[config.mk]
export PLATFORM = sky130hd
export DESIGN_NAME = sem_bank
export DESIGN_NICKNAME = d
export VERILOG_FILES = /design/src/rtl/sem_bank.sv
export SDC_FILE = /design/constraint.sdc
export NUM_CORES = 1
export LEC_CHECK = 0
export BUFFER_PORTS_ARGS = -buffer_cell sky130_fd_sc_hd__buf_2
export CORE_AREA = 2 2 56 58
export CTS_BUF_LIST = sky130_fd_sc_hd__clkbuf_16
export CTS_CLUSTER_DIAMETER = 100
export DETAILED_ROUTE_END_ITERATION = 7
export DIE_AREA = 0 0 58 60
export GPL_TIMING_DRIVEN = 0
export PLACE_DENSITY = 0.81
export SLEW_MARGIN = 20
export SYNTH_ARGS = -nofsm -noshare
export SYNTH_HDL_FRONTEND = slang
export SYNTH_SLANG_ARGS = --single-unit
[constraint.sdc]
create_clock -name clk -period 2 [get_ports clk]
set_input_delay 0.1 -clock clk [delete_from_list [all_inputs] [get_ports clk]]
set_output_delay 0.1 -clock clk [all_outputs]
set_load 0.01 [all_outputs]
[src/rtl/sem_bank.sv]
module sem_bank #(
  parameter int NSEM = 8,
  parameter int AW   = 14,
  parameter int DW   = 8
) (
  input  logic          clk,
  input  logic          rst,
  input  logic          l_sel,
  input  logic          l_mem_en,
  input  logic          l_wr,
  input  logic [AW-1:0] l_addr,
  input  logic [DW-1:0] l_wdata,
  output logic [DW-1:0] l_rdata,
  input  logic          r_sel,
  input  logic          r_mem_en,
  input  logic          r_wr,
  input  logic [AW-1:0] r_addr,
  input  logic [DW-1:0] r_wdata,
  output logic [DW-1:0] r_rdata
);
  localparam int IW = $clog2(NSEM);

  logic          l_acc, r_acc;
  logic [IW-1:0] l_idx, r_idx;
  logic [NSEM-1:0] req_l, req_r, own_r, own_l;
  logic [NSEM-1:0] req_l_n, req_r_n, own_r_n;

  assign l_acc = l_sel & ~l_mem_en;
  assign r_acc = r_sel & ~r_mem_en;
  assign l_idx = l_addr[IW-1:0];
  assign r_idx = r_addr[IW-1:0];
  assign own_l = req_l & ~own_r;

  for (genvar i = 0; i < NSEM; i++) begin : g_sem
    logic l_hit, r_hit;
    assign l_hit      = l_acc & l_wr & (l_idx == IW'(i));
    assign r_hit      = r_acc & r_wr & (r_idx == IW'(i));
    assign req_l_n[i] = l_hit ? ~l_wdata[0] : req_l[i];
    assign req_r_n[i] = r_hit ? ~r_wdata[0] : req_r[i];
    assign own_r_n[i] = req_r_n[i] & (~req_l_n[i] | own_r[i]);
  end

  always_ff @(posedge clk) begin
    if (rst) begin
      req_l   <= '0;
      req_r   <= '0;
      own_r   <= '0;
      l_rdata <= '1;
      r_rdata <= '1;
    end else begin
      req_l <= req_l_n;
      req_r <= req_r_n;
      own_r <= own_r_n;
      if (l_acc && !l_wr) l_rdata <= {DW{~own_l[l_idx]}};
      if (r_acc && !r_wr) r_rdata <= {DW{~own_r[r_idx]}};
    end
  end
endmodule


## Word-level counts from Yosys, hierarchy flattened

Cells that the tools add are included.

- Input port bits: 52
- Output and inout port bits: 16
- Bits in registers: 26

- Reduce and logical (&&, ||, !) cells: 6
- $lt $le $gt $ge: 2
- Eq/ne operators: 14
- Muxes and demuxes: 20
- Bitwise operators: 52

Operators with widths:

| kind | count |
|---|---|
| $and 1x1->1 | 28 |
| $eq 3x3->1 const B | 8 |
| $mux 1 | 18 |
| $not 1->1 | 14 |
| $eq 3x2->1 const B | 4 |
| $and 8x8->8 | 1 |
| $lt 3x4->1 const B | 2 |
| $not 8->8 | 1 |
| $or 1x1->1 | 8 |
| $bmux 1 s3 | 2 |
| $eq 3x1->1 const B | 2 |
| $logic_not 3->1 | 2 |
| $logic_and 1x1->1 | 2 |
| $logic_not 1->1 | 2 |

## Longest topological paths before layout

- Word-level depth: 8
- Mapped depth: 5

## Worst setup path before layout

OpenSTA, ideal clock, no wires.

- Path type: register to register
- Start: register own_r[1]
- End: register r_rdata[0] (netlist name)
- Stages on the path, launching flop included: 4
- Slack: 795 ps
- Arrival time: 1138 ps
- Library setup time: 67 ps
- Clock period less this slack: 1205 ps
- Required time: 1933 ps
- Path buffers: 0
- Path through: dfxtp_1 mux4_1 mux2_4 o21ai_2

- Cells in the longest elaborated chain, start to end: 3

Ends and longest elaborated chain:

| what | line | RTL |
|---|---|---|
| start: declaration | 25 | `logic [NSEM-1:0] req_l, req_r, own_r, own_l;` |
| start signal: assignment | 53 | `own_r <= own_r_n;` |
| $bmux 1 s3 | 55 | `if (r_acc && !r_wr) r_rdata <= {DW{~own_r[r_idx]}};` |
| $mux 1 (not written as such) | 55 |  |
| $not 1->1 | 55 |  |

Every way passes these cells. The select of a mux whose other input is x is not followed.
A chain may end at the register's enable or synchronous reset.

## Worst setup path after layout

- Start: register own_r[1]
- End: register r_rdata[0] (netlist name)

- Cells in the longest elaborated chain, start to end: 3

Ends and longest elaborated chain:

| what | line |
|---|---|
| $bmux 1 s3 | 55 |
| $mux 1 (not written as such) | 55 |
| $not 1->1 | 55 |

Every way passes these cells. The select of a mux whose other input is x is not followed.

==> qor.txt <==
total CTS buffers -> 3
worst slew pin tran -> 0.455 ns
top-count cell post-synth -> dfxtp_1
status -> finished, final reports clean
post-synth net total -> 191
clock latency on the worst-skew pair -> 0.25 ns
CTS H-tree depth -> 1
vias in the first global route -> 1023
share of cells above drive strength 1 -> 32.0%
HP Class -> input port to register
Worst IR Drop VDD -> 0.845 mV
synth warn -> 0
setup TNS -> 0 ns
CP Data Arrival Time -> 1.48 ns
crit path kind -> register to register
Synth area leaders -> dfxtp_1, mux2i_1, buf_4, o21a_1, nand2b_1
Inst Count DP -> 201
Final setup viols -> 0
Synth Area in Compound Gates -> 12.1%
die height -> 60 µm
clk root buf -> clkbuf_16
fin area -> 0.00160 mm²
wire length of the first global-routing pass -> 4130 µm
Crit Path Max Fanout -> 3
Syn Inst Count -> 139
Placed Area -> 0.00152 mm²
Setup crit end kind -> register
# resized after CTS -> 0
# Post-CTS Setup Buffers -> 0
Primary FF master, synth -> dfxtp_1
Final Slew Violations -> 0
worst hold endpoint -> req_r[4]
total global-route track usage -> 15.5%
Simple-Gate Fraction of Synth Area -> 21.3%
FF-to-FF End -> r_rdata[0]
Slew HR -> 69.6%
worst hold path depth -> 3
unrepaired setup endpoints after global routing -> false
Die Area -> 0.00348 mm²
CTS Sinks -> 26
Synth Area in XOR/XNOR -> 0%
total grt overflow -> 0
area grow syn2layout -> 19.9%
Tmin final -> 1.29 ns
Hold Vio Cnt, Final -> 0
mux cell area share after synthesis -> 15.3%
CP Launch Type -> register
total power -> 1.08 mW
largest family of logic cells by synthesized area -> simple AND/OR/NAND/NOR gates
post-synth top area share -> 39.1%
Core Box Area -> 0.00290 mm²
Clock Skew -> 0.00108 ns
clk slew on worst S/H paths -> 0.06 ns
# Max-Cap Violations -> 0
vias per cell -> 5.28
mapped cell area -> 0.00133 mm²
vias post-DR -> 1082
number of synthesized flops with an enable pin -> 0
CTS tree -> yes
Commonest cells post-synth -> dfxtp_1, buf_4, mux2i_1, nor2_1, nand2b_1
worst hold path startpoint -> r_addr[1]
non-filler cells in the finished layout -> 205
Max Fclk -> 776 MHz
initial antenna violation count -> 0
LEAKAGE -> 0.664 nW
reg-to-reg setup timing slack -> 0.71 ns
Routed Antenna Nets -> 0
Worst R2R Path Depth -> 3
Synth area leader -> dfxtp_1
hold_buf cts -> 0
chip width -> 58 µm
# port buffers -> 29
#FFs+latches synth -> 26
final net count -> 225
antenna cells -> 0
row count -> 20
ys async rst share -> 0%
Post-Synth Adder-Cell Area -> 0%
Boundary Pins -> 68
TritonRoute pass-1 iters -> 4
sequential share of the synthesized area -> 39.1%
Final period util -> 64.4%
final WL -> 2640 µm
DR iter-0 viols -> 16
critical path required time -> 2.19 ns
CTS Buffer Depth -> 2
Unique masters post-synth -> 35
Placer Congestion -> 0.874
Detailed Place HPWL -> 2100 µm
drt drc -> 0
routed len/inst -> 12.9 µm
pwr/cell area -> 673 mW/mm²
RR Startpoint -> own_r[1]
largest net degree at the start of global routing -> 15
Avg Inst Size Synth -> 9.58 µm²
Initial Utilization -> 45.9%
## power breakdown
part	switching [mW]	total, mW	leakage, nW	internal [mW]
Combinational	0.0606	0.122	0.416	0.0611
Clock	0.157	0.424	0.0385	0.267
Sequential	0.00605	0.530	0.210	0.523
Total	0.224	1.08	0.664	0.851
## worst max-delay path, stage by stage, from the launching register on
cell	delay [ns]
dfxtp_1	0.33
mux4_1	0.52
mux2_4	0.29
o21ai_2	0.10
## flip-flops by register name (all words and copies together) (netlist names)
name     count
own_r        8
req_l        8
req_r        8
l_rdata      1
r_rdata      1
## cell families (layout without fill, tap and decap cells)
kind of cell | Yosys count | in the layout
flip-flops | 26 | 26
multiplexers | 17 | 17
AO/OA/AOI/OAI | 23 | 23
AND/OR/NAND/NOR | 47 | 47
buffers and inverters | 26 | 59
## through the flow
step | hold slack (ns) | setup slack [ns] | utilization (%)
6_report | 0.149 | 0.712 | 55.0
3_3_place_gp | 0.413 | 0.739 | 52.3
2_1_floorplan | 0.297 | 0.795 | -
4_1_cts | 0.152 | 0.701 | 55.0
5_1_grt | 0.161 | 0.652 | 55.0
3_5_place_dp | 0.414 | 0.716 | 52.3
## layout by cell type, fill, tap and decap left out, types with 2 or more instances in the layout
master      n
buf_2      32
dfxtp_1    26
nor2_1     14
mux2i_1    14
buf_4      14
nand2b_1    9
o21a_1      8
inv_1       5
a21oi_1     5
nand2_1     4
nand3b_1    4
clkbuf_1    3
nor3b_1     3
clkbuf_16   3
and4bb_1    2
o31ai_1     2
nand3_1     2
or3b_1      2
o21ai_0     2
## how the worst max path moves through the flow
stage              from    endpoint  slack [ns]  cells after the start
2_1_floorplan  own_r[1]  r_rdata[0]        0.79                      3
3_3_place_gp   own_r[1]  r_rdata[0]        0.74                      3
3_5_place_dp   own_r[1]  r_rdata[0]        0.72                      3
4_1_cts        own_r[1]  r_rdata[0]        0.70                      3
5_1_grt        own_r[1]  r_rdata[0]        0.65                      3
6_report       own_r[1]  r_rdata[0]        0.71                      3
## layer usage
metal	vias up	part of all wire, %	track usage (%)
li1	540	-	-
met1	519	39	14.4
met2	21	57	33.1
met3	2	3.8	4.11
met4	0	0.38	3.32
met5	-	0	0
## cell type report
class	count	area, µm²
flip-flops and latches	26	520
plain buffers	21	143
inverters	5	18.8
repair buffers	29	145
clock buffers	3	75.1
fillers	257	1310
clock inverters	1	3.75
well taps	33	41.3
multi-input cells	87	649
(Power assumes the default switching activity.)
